`src/rtl/ptfill_pkg.sv`:
```
package ptfill_pkg;

    localparam int N_ENT   = 8;
    localparam int IDX_W   = $clog2(N_ENT);
    localparam int PTE_W   = 64;
    localparam int LINE_W  = N_ENT * PTE_W;
    localparam int PPN_LSB = 12;
    localparam int PPN_W   = 40;
    localparam int PPN_HI_W = PPN_W - IDX_W;
    localparam int LEN_W   = IDX_W + 1;

    typedef struct packed {
        logic             present;
        logic [PPN_W-1:0] ppn;
    } pte_view_t;

    typedef enum logic [1:0] {
        FK_NONE    = 2'd0,
        FK_CLUSTER = 2'd1,
        FK_SINGLE  = 2'd2,
        FK_FAULT   = 2'd3
    } fill_kind_e;

    function automatic pte_view_t pte_unpack(input logic [PTE_W-1:0] raw);
        pte_view_t v;
        v.present = raw[0];
        v.ppn     = raw[PPN_LSB +: PPN_W];
        return v;
    endfunction

    function automatic logic [LEN_W-1:0] count_ones(input logic [N_ENT-1:0] m);
        logic [LEN_W-1:0] c;
        c = '0;
        for (int k = 0; k < N_ENT; k++) begin
            c = c + LEN_W'(m[k]);
        end
        return c;
    endfunction

endpackage

```
`src/rtl/ptfill_pte_split.sv`:
```
module ptfill_pte_split
    import ptfill_pkg::*;
(
    input  logic [LINE_W-1:0]           line_data,
    output pte_view_t [N_ENT-1:0]       ents
);

    logic [N_ENT-1:0] unused_fields;

    for (genvar k = 0; k < N_ENT; k++) begin : g_ent
        logic [PTE_W-1:0] raw;
        assign raw     = line_data[k*PTE_W +: PTE_W];
        assign ents[k] = pte_unpack(raw);
        // attribute and reserved bits carry no meaning here
        assign unused_fields[k] = ^{raw[PTE_W-1:PPN_LSB+PPN_W], raw[PPN_LSB-1:1]};
    end

endmodule

```
`src/rtl/ptfill_group_match.sv`:
```
module ptfill_group_match
    import ptfill_pkg::*;
(
    input  pte_view_t [N_ENT-1:0]       ents,
    input  logic [IDX_W-1:0]            req_idx,
    output pte_view_t                   req_ent,
    output logic [N_ENT-1:0]            mask,
    output logic [N_ENT-1:0][IDX_W-1:0] lows
);

    logic [PPN_HI_W-1:0] req_hi;

    assign req_ent = ents[req_idx];
    assign req_hi  = req_ent.ppn[PPN_W-1:IDX_W];

    for (genvar k = 0; k < N_ENT; k++) begin : g_cmp
        logic same_hi;
        assign same_hi = (ents[k].ppn[PPN_W-1:IDX_W] == req_hi);
        assign mask[k] = req_ent.present && ents[k].present && same_hi;
        assign lows[k] = mask[k] ? ents[k].ppn[IDX_W-1:0] : '0;
    end

endmodule

```
`src/rtl/ptfill_fill_steer.sv`:
```
module ptfill_fill_steer
    import ptfill_pkg::*;
#(
    parameter int VPN_W = 36
) (
    input  logic                        clk,
    input  logic                        rst,
    input  logic                        in_vld,
    input  pte_view_t                   req_ent,
    input  logic [N_ENT-1:0]            mask,
    input  logic [N_ENT-1:0][IDX_W-1:0] lows,
    input  logic [VPN_W-1:0]            req_vpn,
    input  logic [LEN_W-1:0]            thr,
    output fill_kind_e                  kind_q,
    output logic [LEN_W-1:0]            len_q,
    output logic [N_ENT-1:0]            mask_q,
    output logic [N_ENT*IDX_W-1:0]      low_q,
    output logic [VPN_W-1:0]            vpn_q,
    output logic [PPN_W-1:0]            ppn_q
);

    logic [LEN_W-1:0]       len_d;
    fill_kind_e             kind_d;
    logic [N_ENT*IDX_W-1:0] low_d;

    assign len_d = count_ones(mask);

    always_comb begin
        if (!req_ent.present) begin
            kind_d = FK_FAULT;
        end else if (len_d >= thr) begin
            kind_d = FK_CLUSTER;
        end else begin
            kind_d = FK_SINGLE;
        end
    end

    for (genvar k = 0; k < N_ENT; k++) begin : g_pack
        assign low_d[k*IDX_W +: IDX_W] = lows[k];
    end

    always_ff @(posedge clk) begin
        if (rst) begin
            kind_q <= FK_NONE;
            len_q  <= '0;
            mask_q <= '0;
            low_q  <= '0;
            vpn_q  <= '0;
            ppn_q  <= '0;
        end else if (in_vld) begin
            kind_q <= kind_d;
            len_q  <= len_d;
            mask_q <= mask;
            low_q  <= low_d;
            vpn_q  <= req_vpn;
            ppn_q  <= req_ent.ppn;
        end else begin
            kind_q <= FK_NONE;
        end
    end

endmodule

```
`src/rtl/ptfill_coalesce.sv`:
```
module ptfill_coalesce
    import ptfill_pkg::*;
#(
    parameter int VPN_W = 36
) (
    input  logic                    clk,
    input  logic                    rst,
    input  logic                    line_vld,
    input  logic [LINE_W-1:0]       line_data,
    input  logic [VPN_W-1:0]        req_vpn,
    input  logic [LEN_W-1:0]        thr,
    output logic                    clu_fill_vld,
    output logic [VPN_W-IDX_W-1:0]  clu_vbase,
    output logic [PPN_HI_W-1:0]     clu_pbase,
    output logic [N_ENT-1:0]        clu_mask,
    output logic [N_ENT*IDX_W-1:0]  clu_low,
    output logic                    one_fill_vld,
    output logic [VPN_W-1:0]        one_vpn,
    output logic [PPN_W-1:0]        one_ppn,
    output logic                    walk_fault,
    output logic [LEN_W-1:0]        grp_len
);

    pte_view_t [N_ENT-1:0]       ents;
    pte_view_t                   req_ent;
    logic [N_ENT-1:0]            mask;
    logic [N_ENT-1:0][IDX_W-1:0] lows;
    fill_kind_e                  kind_q;
    logic [VPN_W-1:0]            vpn_q;
    logic [PPN_W-1:0]            ppn_q;

    ptfill_pte_split u_split (
        .line_data (line_data),
        .ents      (ents)
    );

    ptfill_group_match u_match (
        .ents    (ents),
        .req_idx (req_vpn[IDX_W-1:0]),
        .req_ent (req_ent),
        .mask    (mask),
        .lows    (lows)
    );

    ptfill_fill_steer #(.VPN_W(VPN_W)) u_steer (
        .clk     (clk),
        .rst     (rst),
        .in_vld  (line_vld),
        .req_ent (req_ent),
        .mask    (mask),
        .lows    (lows),
        .req_vpn (req_vpn),
        .thr     (thr),
        .kind_q  (kind_q),
        .len_q   (grp_len),
        .mask_q  (clu_mask),
        .low_q   (clu_low),
        .vpn_q   (vpn_q),
        .ppn_q   (ppn_q)
    );

    assign clu_fill_vld = (kind_q == FK_CLUSTER);
    assign one_fill_vld = (kind_q == FK_SINGLE);
    assign walk_fault   = (kind_q == FK_FAULT);
    assign clu_vbase    = vpn_q[VPN_W-1:IDX_W];
    assign clu_pbase    = ppn_q[PPN_W-1:IDX_W];
    assign one_vpn      = vpn_q;
    assign one_ppn      = ppn_q;

endmodule

```
`config.mk`:
```
export PLATFORM = sky130hd
export DESIGN_NAME = ptfill_coalesce
export DESIGN_NICKNAME = d
export VERILOG_FILES = /design/src/rtl/ptfill_pkg.sv /design/src/rtl/ptfill_pte_split.sv /design/src/rtl/ptfill_group_match.sv /design/src/rtl/ptfill_fill_steer.sv /design/src/rtl/ptfill_coalesce.sv
export SDC_FILE = /design/constraint.sdc
export NUM_CORES = 1
export LEC_CHECK = 0
export BUFFER_PORTS_ARGS = -buffer_cell sky130_fd_sc_hd__clkbuf_2
export CORE_AREA = 2 2 285 287
export CTS_BUF_LIST = sky130_fd_sc_hd__clkbuf_16
export DETAILED_ROUTE_END_ITERATION = 10
export DIE_AREA = 0 0 287 289
export SLEW_MARGIN = 30
export SYNTH_ARGS = -nofsm -noshare
export SYNTH_HDL_FRONTEND = slang
export SYNTH_SLANG_ARGS = --single-unit
```
`constraint.sdc`:
```
create_clock -name clk -period 7.05 [get_ports clk]
set_clock_uncertainty 0.05 [all_clocks]
set_input_delay 0.3525 -clock clk [delete_from_list [all_inputs] [get_ports clk]]
set_output_delay 0.3525 -clock clk [all_outputs]
set_load 0.03 [all_outputs]
```
## Word-level counts from Yosys, hierarchy flattened

Index checks and enable logic that the tools add are counted.

| storage, ports and cells | value |
|---|---|
| register bits | 114 |
| bits of input ports | 555 |
| logic and storage cells | 56 |

| operators by class | value |
|---|---|
| $add $sub $neg | 7 |
| order comparisons | 2 |
| equal/unequal tests | 11 |
| multiplexer cells | 12 |
| bitwise logic cells | 1 |
| reduce and logical (&&, ||, !) cells | 17 |

Operator list:

| cell | count |
|---|---|
| $eq A37 B37 Y1 | 8 |
| $bmux W41 S3 | 1 |
| $mux W41 | 1 |
| $add A4 B1 Y4 | 6 |
| $mux W3 | 8 |
| $logic_and A1 B1 Y1 | 16 |
| $eq A2 B2 Y1 const B | 2 |
| $ge A4 B4 Y1 | 1 |
| $lt A3 B4 Y1 const B | 1 |
| $mux W2 | 2 |
| $add A1 B1 Y2 | 1 |
| $eq A2 B1 Y1 const B | 1 |
| $reduce_or A2 Y1 | 1 |
| $not A1 Y1 | 1 |

## Logic depth before layout (Yosys ltp)

| depth | value |
|---|---|
| depth in word-level cells | 14 |
| gate-level depth with buffers | 26 |
| depth with buffers taken out | 22 |

## Cells and area by module

From an unflattened synthesis, not the netlist that was laid out.

| unflattened totals | value |
|---|---|
| cell total of the unflattened synthesis | 1714 |
| area, all modules | 14562.7 µm² |

By module, submodules not included:

| module | times used | cells an instance | area each (µm²) |
|---|---|---|---|
| ptfill_group_match | 1 | 912 | 7206.9 |
| ptfill_fill_steer | 1 | 401 | 4345.4 |
| ptfill_pte_split | 1 | 328 | 2462.4 |
| ptfill_coalesce | 1 | 73 | 548.0 |

## Worst setup path before layout

No wires, ideal clock.

| timing path | value |
|---|---|
| path kind | input -> register |
| from | input port req_vpn[1] |
| to | register u_steer.kind_q[1] |
| setup time | 0.070 ns |
| arrival | 5.485 ns |
| required time | 6.930 ns |
| path slack | 1.445 ns |
| stages on the path | 23 |
| cells stage by stage | buf_2 buf_2 buf_2 nor2_1 nor2_1 xnor2_1 nand4_1 nor4_1 and4_1 clkbuf_1 ha_1 inv_1 fa_1 fa_1 fa_1 fa_1 inv_1 ha_1 a21o_1 a21o_1 a21oi_1 inv_1 a21oi_1 |

| between the ends | value |
|---|---|
| cells in the longest elaborated chain, start to end | 14 |
| elaborated cells on any way between the ends | 36 |
| those cells by class | add/sub: 7; order compare: 1; eq/ne: 8; mux: 4; reduce/logical: 16 |

RTL lines:

| item | RTL line | source |
|---|---|---|
| from (decl) | ptfill_coalesce.sv:10 | `input logic [VPN_W-1:0] req_vpn,` |
| $bmux W41 S3 (*) | ptfill_group_match.sv:13 | `assign req_ent = ents[req_idx];` |
| $mux W41 (not written as such) (*) | ptfill_group_match.sv:13 |  |
| $eq A37 B37 Y1 / $logic_and A1 B1 Y1 (equally long branches) | ptfill_group_match.sv:18, ptfill_group_match.sv:19 |  |
| $logic_and A1 B1 Y1 (*) | ptfill_group_match.sv:19 | `assign mask[k] = req_ent.present && ents[k].present && same_hi;` |
| net mask[0] | ptfill_coalesce.sv:26 | `logic [N_ENT-1:0] mask;` |
| $add A1 B1 Y2 (*) | ptfill_pkg.sv:35 | `c = c + LEN_W'(m[k]);` |
| $add A4 B1 Y4 (*) (6 in a row) | ptfill_pkg.sv:35 |  |
| net u_steer.len_d[1] | ptfill_fill_steer.sv:22 | `logic [LEN_W-1:0] len_d;` |
| $ge A4 B4 Y1 (*) | ptfill_fill_steer.sv:31 | `end else if (len_d >= thr) begin` |
| $mux W2 (*) | ptfill_fill_steer.sv:31 |  |
| $mux W2 (*) | ptfill_fill_steer.sv:29 | `if (!req_ent.present) begin` |
| to (signal assigned) | ptfill_fill_steer.sv:51 | `kind_q <= kind_d;` |
| to (decl) | ptfill_fill_steer.sv:14 | `output fill_kind_e kind_q,` |

The timed path passes the listed nets; every way through them passes the cells marked *. The select of a mux whose other input is x is not followed.
A chain may end at the register's enable or synchronous reset.

## Worst setup path after layout

| timing path | value |
|---|---|
| from | input port req_vpn[2] |
| to | register u_steer.kind_q[1] |

Same word-level chain as after synthesis.

==> PnR_summary.wiki <==
{| class="wikitable"
! Metric !! Value
|-
| I/O pin cnt || 740
|-
| Number of DRC markers in iteration 0 || 1292
|-
| Number of routed nets with antenna violations || 0
|-
| Number of warnings issued by yosys || 0
|-
| Drc violations || 0
|-
| Area leader, netlist || sky130_fd_sc_hd__dfxtp_1
|-
| Number of nets in the finished design || 2350
|-
| Area added between synthesis and finish || 41.63%
|-
| Post-Synthesis Cell Area || 11050 µm²
|-
| Class of the most critical hold timing path || in -> reg
|-
| CTS-repair resized insts || 0
|-
| Setup repair after global routing missed its margin || no
|-
| Row count || ~100
|-
| Most frequently used cell type in the post-synthesis netlist || sky130_fd_sc_hd__xnor2_1
|-
| EDFF count, synth || 0
|-
| Detailed Routing Iterations Pass 1 || 5
|-
| Clock Power Share || 0.318
|-
| Top cells by count, synth || sky130_fd_sc_hd__xnor2_1, sky130_fd_sc_hd__mux2i_1, sky130_fd_sc_hd__xor2_1
|-
| Number of global-route vias before repair || 12200
|-
| Post-synthesis sequential area ratio || 0.2065
|-
| Layout cell share with drive strength beyond 1 || 0.4157
|-
| Mean instance size in the synthesized netlist || 8.834 µm²
|-
| Top delay family on crit path || adder cells
|-
| Summed negative setup slack over all endpoints || 0 ps
|-
| Overall power || ~2.8 mW
|-
| Number of buffers inserted during clock tree synthesis || 17
|-
| Worst Reg-to-Reg Cells || 2
|-
| Worst Path Class, Setup || in -> reg
|-
| Total power divided by cell area || roughly 180 nW/µm²
|-
| Global router's overall resource usage || 0.1956
|-
| Count of hold-fix buffers inserted at cts || 0
|-
| Final hold viol count || 0
|-
| Post-CTS setup-driven buffer insertion count || 0
|-
| Part of the power in registers || 0.254
|-
| Cells along the critical path || buf_2 -> buf_4 -> nand2_1 -> o22ai_1 -> or2_2 -> xnor2_1 -> nor4_1 -> and3_1 -> nand2_1 -> and4b_1 -> ha_1 -> inv_1 -> fa_1 -> fa_1 -> fa_1 -> fa_1 -> inv_1 -> ha_1 -> a21o_1 -> a21o_1 -> a21oi_1 -> inv_1 -> a21oi_1
|-
| # H-tree levels || 4
|-
| Sw Pwr || ~1.2 mW
|-
| Clock tree from TritonCTS || built
|-
| Hold_ws || 76.37 ps
|-
| Crit path setup slack, layout || 796.4 ps
|-
| Delay of the slowest cell on the worst path || 590 ps
|-
| Slew at the pin closest to its max-slew limit || about 1100 ps
|-
| Critical path capture point type || flop
|-
| Initial antenna violation count || 50
|-
| IR Drop Worst-Case VDD || 0.0001727 V
|-
| Insertion delay of the later-clocked pin in the worst-skew pair || 450 ps
|-
| Largest net degree at the start of global routing || 58
|-
| Clock sinks || 114
|-
| Portion of synthesized cell area occupied by the leading cell type || 0.2065
|-
| Buffer depth of the longest clock path || 2
|-
| Placer congestion estimate || 0.9687
|-
| Crit path required time || between 7000 and 8000 ps
|-
| Initial cell density of the core || 0.1383
|-
| Detailed-route via count || 12504
|-
| Ys flop type || sky130_fd_sc_hd__dfxtp_1
|-
| Max Transition Viols Final || 0
|-
| Main area contributors after synthesis || sky130_fd_sc_hd__dfxtp_1, sky130_fd_sc_hd__mux2i_1, sky130_fd_sc_hd__xnor2_1, sky130_fd_sc_hd__xor2_1, sky130_fd_sc_hd__buf_4
|-
| Post-layout minimum cycle time || 6254 ps
|-
| Pint || approximately 1.6 mW
|-
| Number of flip-flops and latches in the synthesized netlist || between 100 and 150
|-
| Total of max-cap violations || 0
|-
| Cell with the largest stage delay on the worst path || sky130_fd_sc_hd__fa_1
|-
| WL per Instance || 29.19 µm
|-
| Most frequent cell on the critical path || sky130_fd_sc_hd__fa_1
|-
| Highest achievable clock rate || about 160 MHz
|-
| Net Count, Synth || roughly 1800
|-
| Final wirelength || ~84000 µm
|-
| CTS clk-pin slew, worst paths || approximately 70 ps
|-
| First-pass GRT wire length || around 110000 µm
|-
| Period Utilization, post-route || 0.8870
|-
| Leakage Power || slightly above 7 nW
|-
| Async set-reset flop share out of synthesis || 0
|-
| Hold-critical path depth || 2
|-
| Horizontal die dimension || 287 µm
|-
| Post-Syn Instances || 1251
|-
| Total Die Area || 82940 µm²
|-
| Setup slack after placement || about 400 ps
|-
| Overflow left after global routing || 0
|-
| Run status || complete, no violations
|-
| Design Area, Final || around 16000 µm²
|-
| Crit path buf inv count || 5
|-
| Port buffer count || ~560
|-
| Final-report setup violation count || 0
|-
| Count of distinct cell types in the synthesized netlist || 62
|-
| Dpl hpwl || roughly 73000 µm
|-
| Switching Share || 0.4283
|-
| Root Driver || sky130_fd_sc_hd__clkbuf_16
|-
| Core Footprint || 79900 µm²
|-
| Proportion of power drawn by combinational gates || 0.428
|-
| Startpoint types || input port
|-
| Relative slew slack || 0.2971
|-
| Vias per cell || between 4 and 5
|-
| Vertical die dimension || just under 300 µm
|-
| Placed standard-cell area || 15040 µm²
|-
| Arrival time at the worst endpoint || 6590 ps
|-
| Crit path max fanout || 14
|-
| Total stage count of the critical path || 23
|}
==> power by group through the flow <==
stage / logic (mW) / registers [mW] / clock network [mW]
floorplan: 0.630 / 0.771 / 0
global placement: 1.18 / 0.735 / 0
detailed placement: 1.18 / 0.736 / 0
CTS: 1.19 / 0.721 / 0.938
global route: 1.26 / 0.723 / 0.949
finish: 1.21 / 0.718 / 0.898
==> layout by cell type, fill, tap and decap left out, drive strengths merged, types with 4 or more instances in the layout <==
cell      instances
a211oi            7
a21o              4
a21oi            36
a22o             26
a22oi            50
a32o             15
and2              4
buf              99
clkbuf          568
clkinv            6
clkinvlp          4
dfxtp           114
diode            15
fa                4
ha                7
inv              23
mux2             14
mux2i           155
mux4             19
nand2            72
nand2b            6
nand3            27
nand4            39
nor2             87
nor2b            10
nor3             23
nor4             36
o21ai            16
o22ai             7
or3              11
xnor2           163
xor2            115
==> stage by stage <==
stage / std cells / util
2_1_floorplan: 1251 / -
3_3_place_gp: 2825 / 0.1882
3_5_place_dp: 2825 / 0.1882
4_1_cts: 2857 / 0.1954
5_1_grt: 2865 / 0.1957
6_report: 2872 / 0.1959
==> per-layer routing <==
metal  global-route usage  part of all wire  vias up
li1                     -                 -     5524
met1               0.2422              0.41     6018
met2               0.3175              0.46      814
met3              0.06843              0.11      112
met4              0.06055             0.024       36
met5                    0            0.0029        -
==> path summary, 6_finish.rpt <==
check	end	slack (ps)	start
min reg2reg	u_steer.mask_q[1]	400	u_steer.mask_q[1]
max	u_steer.kind_q[1]	800	req_vpn[2]
max reg2reg	u_steer.ppn_q[3]	6010	u_steer.ppn_q[3]
min	u_steer.low_q[9]	80	line_data[204]
==> cell type report <==
class,instances,area (µm²)
Fill cell,9028,64240
Multi-Input combinational cell,982,7795
Timing Repair Buffer,650,3565
Sequential cell,114,2282
Tap cell,1060,1326
Clock buffer,17,425.4
Clock inverter,15,150.1
Inverter,19,71.32
Antenna cell,15,37.54
==> state kept, by name, summed over array words and instances (netlist names) <==
signal          flops
u_steer.ppn_q      40
u_steer.low_q      24
u_steer.mask_q      8
u_steer.len_q       4
u_steer.vpn_q      36
u_steer.kind_q      2
==> cell families (layout without fill, tap and decap cells) <==
family,after synthesis,after routing,synth area share
xor gates and xnor gates,278,278,0.2203
AOI/OAI and AO/OA,175,175,0.1148
adders and majority gates,11,11,0.01517
and+or+nand+nor,330,330,0.1579
muxes,188,188,0.1966
buffers and inverters,155,701,0.08864
DFF,114,114,0.2065
other,0,15,0
Note: power is estimated with default switching activity, not from simulation.
